### config.mk
export PLATFORM = sky130hd
export DESIGN_NAME = dbus_engine
export DESIGN_NICKNAME = d
export VERILOG_FILES = /design/src/rtl/dbus_pkg.sv /design/src/rtl/dbus_cfg_check.sv /design/src/rtl/dbus_tick_gen.sv /design/src/rtl/dbus_seq.sv /design/src/rtl/dbus_engine.sv
export SDC_FILE = /design/constraint.sdc
export NUM_CORES = 1
export LEC_CHECK = 0
export CORE_ASPECT_RATIO = 1.25
export CORE_MARGIN = 2
export CORE_UTILIZATION = 50
export CTS_CLUSTER_SIZE = 8
export DETAILED_ROUTE_END_ITERATION = 10
export GPL_ROUTABILITY_DRIVEN = 0
export PLACE_DENSITY_LB_ADDON = 0.15
export SETUP_SLACK_MARGIN = 0.3
export SLEW_MARGIN = 10
export SYNTH_ARGS = -nofsm -noshare
export SYNTH_HDL_FRONTEND = slang
export SYNTH_SLANG_ARGS = --single-unit
### constraint.sdc
create_clock -name clk -period 5.4 [get_ports clk]
set_input_delay 1.08 -clock clk [delete_from_list [all_inputs] [get_ports clk]]
set_output_delay 1.08 -clock clk [all_outputs]
set_load 0.02 [all_outputs]
### src/rtl/dbus_pkg.sv
package dbus_pkg;

    localparam int ON_W    = 4;
    localparam int CNT_W   = 6;
    localparam int DATA_W  = 16;
    localparam int BYTE_W  = 8;
    localparam int LANES   = DATA_W / BYTE_W;
    localparam int EDGE_W  = 3 * (ON_W + CNT_W);
    localparam int CYCW_W  = 3 * CNT_W;
    localparam int DIV_W   = 2;

    // strobe edge word, most significant field first
    typedef struct packed {
        logic [CNT_W-1:0] re_off;
        logic [ON_W-1:0]  re_on;
        logic [CNT_W-1:0] we_off;
        logic [ON_W-1:0]  we_on;
        logic [CNT_W-1:0] cs_off;
        logic [ON_W-1:0]  cs_on;
    } edge_cfg_t;

    typedef struct packed {
        logic [CNT_W-1:0] cs_pw;
        logic [CNT_W-1:0] rd_cyc;
        logic [CNT_W-1:0] wr_cyc;
    } cyc_cfg_t;

    typedef enum logic [1:0] {
        OP_NONE = 2'd0,
        OP_CMD  = 2'd1,
        OP_DAT  = 2'd2,
        OP_RD   = 2'd3
    } op_e;

    typedef enum logic [1:0] {
        PH_IDLE = 2'd0,
        PH_ACT  = 2'd1,
        PH_REC  = 2'd2
    } phase_e;

    function automatic logic in_window(input logic [CNT_W-1:0] cnt,
                                       input logic [ON_W-1:0]  on_t,
                                       input logic [CNT_W-1:0] off_t);
        return (cnt >= CNT_W'(on_t)) && (cnt < off_t);
    endfunction

    function automatic logic timing_legal(input edge_cfg_t e,
                                          input cyc_cfg_t c,
                                          input logic [CNT_W-1:0] acc);
        logic ok;
        ok = (e.we_off > CNT_W'(e.we_on));
        ok = ok && (e.re_off > CNT_W'(e.re_on));
        ok = ok && (e.cs_off > CNT_W'(e.cs_on));
        ok = ok && (e.cs_off >= e.we_off) && (e.cs_off >= e.re_off);
        ok = ok && (c.wr_cyc >= e.we_off);
        ok = ok && (c.rd_cyc >= e.re_off);
        ok = ok && (acc > CNT_W'(e.re_on)) && (acc < c.rd_cyc);
        return ok;
    endfunction

endpackage

### src/rtl/dbus_cfg_check.sv
module dbus_cfg_check
    import dbus_pkg::*;
(
    input  logic [DIV_W-1:0] clk_div,
    input  edge_cfg_t        edge_i,
    input  cyc_cfg_t         cyc_i,
    input  logic [CNT_W-1:0] acc_i,
    output logic             cfg_ok_o,
    output logic             div2_o
);

    logic div_legal;

    always_comb begin
        div_legal = (clk_div == DIV_W'(1)) || (clk_div == DIV_W'(2));
        div2_o    = (clk_div == DIV_W'(2));
        cfg_ok_o  = div_legal && timing_legal(edge_i, cyc_i, acc_i);
    end

endmodule

### src/rtl/dbus_tick_gen.sv
module dbus_tick_gen (
    input  logic clk,
    input  logic rst,
    input  logic restart,
    input  logic div2,
    output logic tick
);

    logic phase_q;

    always_ff @(posedge clk) begin
        if (rst || restart) begin
            phase_q <= 1'b0;
        end else begin
            phase_q <= ~phase_q;
        end
    end

    assign tick = !div2 || phase_q;

endmodule

### src/rtl/dbus_seq.sv
module dbus_seq
    import dbus_pkg::*;
(
    input  logic             clk,
    input  logic             rst,
    input  logic             start,
    input  op_e              start_op,
    input  logic             tick,
    input  logic [CNT_W-1:0] wr_cyc,
    input  logic [CNT_W-1:0] rd_cyc,
    input  logic [CNT_W-1:0] cs_pw,
    output phase_e           phase_o,
    output logic [CNT_W-1:0] cnt_o,
    output op_e              op_o
);

    phase_e           phase_q;
    logic [CNT_W-1:0] cnt_q;
    op_e              op_q;
    logic [CNT_W-1:0] act_len;

    assign act_len = (op_q == OP_RD) ? rd_cyc : wr_cyc;

    always_ff @(posedge clk) begin
        if (rst) begin
            phase_q <= PH_IDLE;
            cnt_q   <= '0;
            op_q    <= OP_NONE;
        end else if (start) begin
            phase_q <= PH_ACT;
            cnt_q   <= '0;
            op_q    <= start_op;
        end else if (tick) begin
            case (phase_q)
                PH_ACT: begin
                    if (cnt_q == act_len - 1'b1) begin
                        cnt_q <= '0;
                        if (cs_pw != '0) begin
                            phase_q <= PH_REC;
                        end else begin
                            phase_q <= PH_IDLE;
                            op_q    <= OP_NONE;
                        end
                    end else begin
                        cnt_q <= cnt_q + 1'b1;
                    end
                end
                PH_REC: begin
                    if (cnt_q == cs_pw - 1'b1) begin
                        cnt_q   <= '0;
                        phase_q <= PH_IDLE;
                        op_q    <= OP_NONE;
                    end else begin
                        cnt_q <= cnt_q + 1'b1;
                    end
                end
                default: begin
                    cnt_q <= '0;
                end
            endcase
        end
    end

    assign phase_o = phase_q;
    assign cnt_o   = cnt_q;
    assign op_o    = op_q;

endmodule

### src/rtl/dbus_engine.sv
module dbus_engine
    import dbus_pkg::*;
(
    input  logic              clk,
    input  logic              rst,
    input  logic [DIV_W-1:0]  clk_div,
    input  logic              bus_wide,
    input  logic [EDGE_W-1:0] onoff_tim,
    input  logic [CYCW_W-1:0] cycle_tim,
    input  logic [CNT_W-1:0]  acc_time,
    input  logic              cmd_wr,
    input  logic              param_wr,
    input  logic              rd_req,
    input  logic [DATA_W-1:0] wr_data,
    input  logic [DATA_W-1:0] bus_in,
    output logic              cs_n,
    output logic              we_n,
    output logic              re_n,
    output logic              dc,
    output logic [DATA_W-1:0] bus_out,
    output logic              bus_oe,
    output logic [DATA_W-1:0] rd_data,
    output logic              rd_done,
    output logic              busy,
    output logic              cfg_err
);

    edge_cfg_t        edge_live, edge_q;
    cyc_cfg_t         cyc_live, cyc_q;
    logic [CNT_W-1:0] acc_q;
    logic             div2_live, div2_q;
    logic             wide_q;
    logic             cfg_ok;
    logic [DATA_W-1:0] wdata_q;
    logic [DATA_W-1:0] keep_live, keep_q;

    phase_e           phase;
    logic [CNT_W-1:0] cnt;
    op_e              op;
    op_e              req_op;
    logic             req_any, start, tick, active, is_write;

    assign edge_live = edge_cfg_t'(onoff_tim);
    assign cyc_live  = cyc_cfg_t'(cycle_tim);

    dbus_cfg_check u_cfg (
        .clk_div  (clk_div),
        .edge_i   (edge_live),
        .cyc_i    (cyc_live),
        .acc_i    (acc_time),
        .cfg_ok_o (cfg_ok),
        .div2_o   (div2_live)
    );

    // fixed priority: command, then data, then read
    always_comb begin
        req_any = cmd_wr || param_wr || rd_req;
        if (cmd_wr)        req_op = OP_CMD;
        else if (param_wr) req_op = OP_DAT;
        else               req_op = OP_RD;
    end

    assign busy  = (phase != PH_IDLE);
    assign start = !busy && cfg_ok && req_any;

    // byte lanes above lane 0 are only live on a wide bus
    for (genvar g = 0; g < LANES; g++) begin : g_lane
        assign keep_live[g*BYTE_W +: BYTE_W] = {BYTE_W{(g == 0) || bus_wide}};
        assign keep_q[g*BYTE_W +: BYTE_W]    = {BYTE_W{(g == 0) || wide_q}};
    end

    always_ff @(posedge clk) begin
        if (rst) begin
            edge_q  <= '0;
            cyc_q   <= '0;
            acc_q   <= '0;
            div2_q  <= 1'b0;
            wide_q  <= 1'b0;
            wdata_q <= '0;
        end else if (start) begin
            edge_q  <= edge_live;
            cyc_q   <= cyc_live;
            acc_q   <= acc_time;
            div2_q  <= div2_live;
            wide_q  <= bus_wide;
            wdata_q <= wr_data & keep_live;
        end
    end

    dbus_tick_gen u_tick (
        .clk     (clk),
        .rst     (rst),
        .restart (start),
        .div2    (div2_q),
        .tick    (tick)
    );

    dbus_seq u_seq (
        .clk      (clk),
        .rst      (rst),
        .start    (start),
        .start_op (req_op),
        .tick     (tick),
        .wr_cyc   (cyc_q.wr_cyc),
        .rd_cyc   (cyc_q.rd_cyc),
        .cs_pw    (cyc_q.cs_pw),
        .phase_o  (phase),
        .cnt_o    (cnt),
        .op_o     (op)
    );

    assign active   = (phase == PH_ACT);
    assign is_write = (op == OP_CMD) || (op == OP_DAT);

    assign cs_n    = !(active && in_window(cnt, edge_q.cs_on, edge_q.cs_off));
    assign we_n    = !(active && is_write && in_window(cnt, edge_q.we_on, edge_q.we_off));
    assign re_n    = !(active && (op == OP_RD) && in_window(cnt, edge_q.re_on, edge_q.re_off));
    assign dc      = (op != OP_CMD);
    assign bus_oe  = active && is_write;
    assign bus_out = bus_oe ? wdata_q : '0;
    assign cfg_err = !cfg_ok;

    always_ff @(posedge clk) begin
        if (rst) begin
            rd_data <= '0;
            rd_done <= 1'b0;
        end else if (active && (op == OP_RD) && tick && (cnt == acc_q)) begin
            rd_data <= bus_in & keep_q;
            rd_done <= 1'b1;
        end else begin
            rd_done <= 1'b0;
        end
    end

endmodule

-- Yosys cells after proc, flatten, opt, wreduce, memory -nomap -nowiden
Index checks and enable logic that the tools add are counted.
- output and inout bits: 40
- logic and storage cells: 118
- bits of input ports: 94
- bits in registers: 100
- add/subtract/negate cells: 3
- multiplexer cells: 19
- order comparisons: 15
- equal/unequal tests: 16
- reduce and logical (&&, ||, !) cells: 42
- bitwise logic cells: 3
- operator list (cell ; number):
    16-bit bitwise AND ; 2
    6-bit >= comparator ; 4
    6-bit by 4-bit greater-than comparator with 1-bit output ; 4
    6-bit less-than comparator ; 4
    1-bit logical AND ; 21
    6-bit == test ; 3
    6-bit by 4-bit >= comparator with 1-bit output ; 3
    6-bit two-way mux ; 3
    16-bit two-way mux ; 1
    2-bit two-way mux ; 8
    6-bit one-hot mux with 2 select lines ; 1
    6-bit by 1-bit subtractor with 6-bit output, second input constant ; 2
    2-bit == test, second input constant ; 4
    2-bit one-hot mux with 2 select lines ; 2
    4-bit AND reduction ; 2
    6-bit by 1-bit adder with 6-bit output, second input constant ; 1
    2-bit by 1-bit == test with 1-bit output, second input constant ; 3
    1-bit logical NOT ; 6
    1-bit logical OR ; 6
    2-bit by 1-bit inequality test with 1-bit output, second input constant ; 3
    2-bit nonzero test ; 3
    6-bit nonzero test ; 1
    5-bit AND reduction ; 1
    1-bit two-way mux ; 4
    other kinds (6) ; 6

-- Longest topological paths before layout
- depth after elaboration: 14
- depth in mapped cells: 13
- gate-level depth less buffers: 11

-- Modules after synthesis
A second synthesis with hierarchy kept.
- cells, all modules: 795
- area total of the unflattened synthesis: 6174.7 µm²
- by module, submodules not included (module ; cells each ; instances ; area an instance (µm²)):
    dbus_engine ; 516 ; 1 ; 4017.6
    dbus_cfg_check ; 144 ; 1 ; 1087.3
    dbus_seq ; 132 ; 1 ; 1033.5
    dbus_tick_gen ; 3 ; 1 ; 36.3

-- Worst setup path before layout
Ideal clock, no wire load.
- kind: input-to-output
- from: in onoff_tim[1]
- to: out cfg_err
- path slack: 1440 ps
- path buffers: 2
- required time: 4320 ps
- arrival: 2880 ps
- stages on the path: 10
- cells stage by stage: inv_1 ha_1 nor2b_1 o21a_1 o21a_1 o32ai_1 nor3_1 clkbuf_1 inv_1 clkbuf_1
- word-level cells in the longest chain between the ends: 10
- ends and longest elaborated chain (item ; RTL line ; RTL):
    start: declaration ; dbus_engine.sv:8 ; input logic [EDGE_W-1:0] onoff_tim,
    6-bit by 4-bit greater-than comparator with 1-bit output ; dbus_pkg.sv:53 ; ok = ok && (e.cs_off > CNT_W'(e.cs_on));
    1-bit logical AND ; dbus_pkg.sv:53 ;
    1-bit logical AND (2 in a row) ; dbus_pkg.sv:54 ; ok = ok && (e.cs_off >= e.we_off) && (e.cs_off >= e.re_off);
    1-bit logical AND ; dbus_pkg.sv:55 ; ok = ok && (c.wr_cyc >= e.we_off);
    1-bit logical AND ; dbus_pkg.sv:56 ; ok = ok && (c.rd_cyc >= e.re_off);
    1-bit logical AND (2 in a row) ; dbus_pkg.sv:57 ; ok = ok && (acc > CNT_W'(e.re_on)) && (acc < c.rd_cyc);
    1-bit logical AND ; dbus_cfg_check.sv:17 ; cfg_ok_o = div_legal && timing_legal(edge_i, cyc_i, acc_i);
    1-bit logical NOT ; dbus_engine.sv:121 ; assign cfg_err = !cfg_ok;
    end: declaration ; dbus_engine.sv:25 ; output logic cfg_err
No other way between the ends.

-- Worst setup path in the final report
- from: in cycle_tim[10]
- to: out cfg_err
- word-level cells in the longest chain between the ends: 6
- elaborated cells on any way between the ends: 7
- classes of those cells: order compare: 2; reduce/logical: 5
- ends and longest elaborated chain (item ; RTL line ; RTL):
    start: declaration ; dbus_engine.sv:9 ; input logic [CYCW_W-1:0] cycle_tim,
    6-bit >= comparator ; dbus_pkg.sv:56 ;
    1-bit logical AND ; dbus_pkg.sv:56 ;
    1-bit logical AND ; dbus_pkg.sv:57 ;
    1-bit logical AND (*) ; dbus_pkg.sv:57 ;
    1-bit logical AND (*) ; dbus_cfg_check.sv:17 ;
    1-bit logical NOT (*) ; dbus_engine.sv:121 ;
Every way passes the cells marked *; elsewhere a longest branch is shown, timed or not.

==> run metrics <==
# DRC=0; Sequential Area=2000 µm²; relative slew slack=28.3%; #FFs+latches synth=100; Setup Skew=0.00755 ns; Synth Flop Type=dfxtp_1; Std-Cell Rows=45; register area share after synthesis=32.5%; status=finished clean; filler instances=1026; library cells used by synthesis=50; io pins=134; CTS max path bufs=2; Post-Synth Simple-Gate Area=21.2%; full die area=13200 µm²; Finished Core Util=65.0%; first-pass GRT wire length=27.3 mm; Max-cap violations=0; Post-CTS Hold Buffers=0; Post-Syn Nets=926; actual slew at the worst max-slew pin=1.07 ns; PnR worst setup slack=0.685 ns; # Post-CTS Setup Buffers=0; peak supply drop=0.197 mV; Pwr per Cell Area=198 nW/µm²; CP max stage delay=0.56 ns; max-slew violation count=0; crit path to=cfg_err; HP Start=u_tick.phase_q; worst flop-to-flop path endpoint=u_seq.phase_o[1]; post-synthesis mux area share=7.83%; Setup TNS=0 ns; initial antenna violation count=0; TritonCTS clock tree=yes; RSZ-0062 raised after global routing=no; CP required=4.32 ns; area leader, netlist=dfxtp_1; area of the multi-input gates=3750 µm²; maximum number of pins on one net before global-route repair=51; largest family of logic cells by synthesized area=simple AND/OR/NAND/NOR gates; CTS buffer count=9; port bufs=133; crit-path max FO=2; die height=128 µm; vias in the first global route=5682; synthesized cell area=6150 µm²; post-route ant nets=0; Crit Path Class=input pin to primary output; GRT Total Usage=26.5%; adder-cell share of the synthesized area=16.5%; Worst Path Arrival=3.64 ns; routed vias=5778; CTS clock-pin slew for the worst setup and hold paths=0.07 ns; yosys warns=0; Syn Area/Cell=8.20 µm²; fin nets=1038; CTS H-tree depth=3; Post-Syn Instances=751; worst reg-to-reg path cell count=10; Post-DP HPWL=13.4 mm; die span in x=103 µm; crit-path cells=clkdlybuf4s50_1 > inv_1 > ha_1 > a21oi_1 > o22ai_1 > nor3_1 > nand4_1 > nor3_1 > inv_1 > clkdlybuf4s50_1; post-synthesis compound-gate area fraction=12.3%; initial core utilization=50.8%; post-synthesis xor/xnor area fraction=3.07%; CP Launch Type=input pin; worst hold path type=flip-flop to flip-flop; CTS root buffer=clkbuf_16; most common cell in the netlist=dfxtp_1; PostCTS Resize Cnt=0; Leak=3.39 nW; Synth top area share=32.5%; DR pass1 iterations=5; CTS Sinks=100; clk_lat worst skew=0.35 ns; Worst R2R Setup Slack=1.99 ns; Final Power=1.56 mW; area grow syn2layout=27.8%; fmax=0.212 GHz; Min Clock Period, post-route=4.72 ns; period utilization=87.3%; worst reg2reg startpoint=u_seq.op_o[0]; diode count=0; share of cells above drive strength 1=3.34%; final setup vio count=0; Via density=5.60; routed len/inst=16.7 µm; DRT iter0 DRCs=303; total gr overflow=0; crit path launch=cycle_tim[10]; top cells by count, synth=dfxtp_1, nor2_1, ha_1; synth top area cells=dfxtp_1, ha_1, mux2i_1, nor2_1, a21oi_1; pre-CTS worst setup slack=0.717 ns; WL final=17.2 mm; Post-synth EDFFs=0; CP max stage cell=clkdlybuf4s50_1; Worst setup EP type=primary output; Core ar.=12100 µm²; final hold violations=0; Async SR Flop Fraction=0%
## logic make-up after synthesis
logic type      after synthesis
simple gates                270
compound gates              126
buf+inv                     106
flops                       100
fa+ha+maj                    81
mux                          48
xor+xnor                     20
## layer usage
| layer | vias to the layer above | wire, µm | part of all wire (%) | track usage [%] |
|---|---|---|---|---|
| li1 | 2814 | - | - | - |
| met1 | 2718 | 6850 | 40 | 30.8 |
| met2 | 194 | 8650 | 50 | 46.0 |
| met3 | 52 | 977 | 5.7 | 4.63 |
| met4 | 0 | 703 | 4.1 | 13.1 |
| met5 | - | 0 | 0 | 0 |
## power breakdown
group / internal (mW) / switching (mW) / total [mW]
clock network: 0.321 / 0.294 / 0.615
registers: 0.740 / 0.00188 / 0.742
logic: 0.102 / 0.0968 / 0.199
## flip-flops by register name, summed over array words and instances (netlist names)
signal / cells
u_seq.phase_o: 2
rd_done: 1
rd_data: 16
acc_q: 6
wdata_q: 16
wide_q: 1
u_seq.cnt_o: 6
edge_q: 30
u_seq.op_o: 2
cyc_q: 18
u_tick.phase_q: 1
div2_q: 1
## worst min-delay path by stage
stage          slack, ns              to  cells after the start
5_1_grt             0.46  u_tick.phase_q                      1
4_1_cts             0.44  u_tick.phase_q                      1
3_5_place_dp        0.43  u_tick.phase_q                      1
2_1_floorplan       0.41  u_tick.phase_q                      1
3_3_place_gp        0.42  u_tick.phase_q                      1
6_report            0.44  u_tick.phase_q                      1
## per-stage QoR
step	hold WS [ns]	area (µm²)	std cells
after floorplan	0.407	6150	751
after global placement	0.418	7580	1016
after detailed placement	0.427	7580	1016
after CTS	0.437	7870	1032
after global routing	0.457	7870	1032
final	0.439	7870	1032
## cell type report
cell class,count,share of cell area (%)
Clock buffer,10,2.91
Clock inverter,6,0.668
Inverter,68,3.25
Multi-Input combinational cell,545,47.7
Sequential cell,100,25.5
Tap cell,164,2.61
Timing Repair Buffer,139,17.4
## layout by cell type (no fill, tap or decap), types with 3 or more instances in the layout
cell type and instances:
a2111oi_0 5, a211oi_1 4, a21boi_0 3, a21o_1 5
a21oi_1 64, a31oi_1 3, and2_1 18, buf_4 6
clkbuf_16 9, clkdlybuf4s50_1 132, dfxtp_1 100, ha_1 81
inv_1 68, inv_6 4, mux2i_1 47, nand2_1 33
nand2b_1 14, nand3_1 9, nand4_1 15, nor2_1 99
nor2b_1 15, nor3_1 47, nor4_1 3, o2111ai_1 3
o211ai_1 4, o21ai_0 18, o31ai_1 3, or2_2 3
or4_1 3, xnor2_1 11, xor2_1 8
## worst max-delay path, delay by kind of cell
family | cells | cell delay [ns]
buf+inv | 4 | 1.29
simple gates | 3 | 0.66
fa+ha+maj | 1 | 0.31
compound gates | 2 | 0.29
Power figures use the tool's default switching activity.
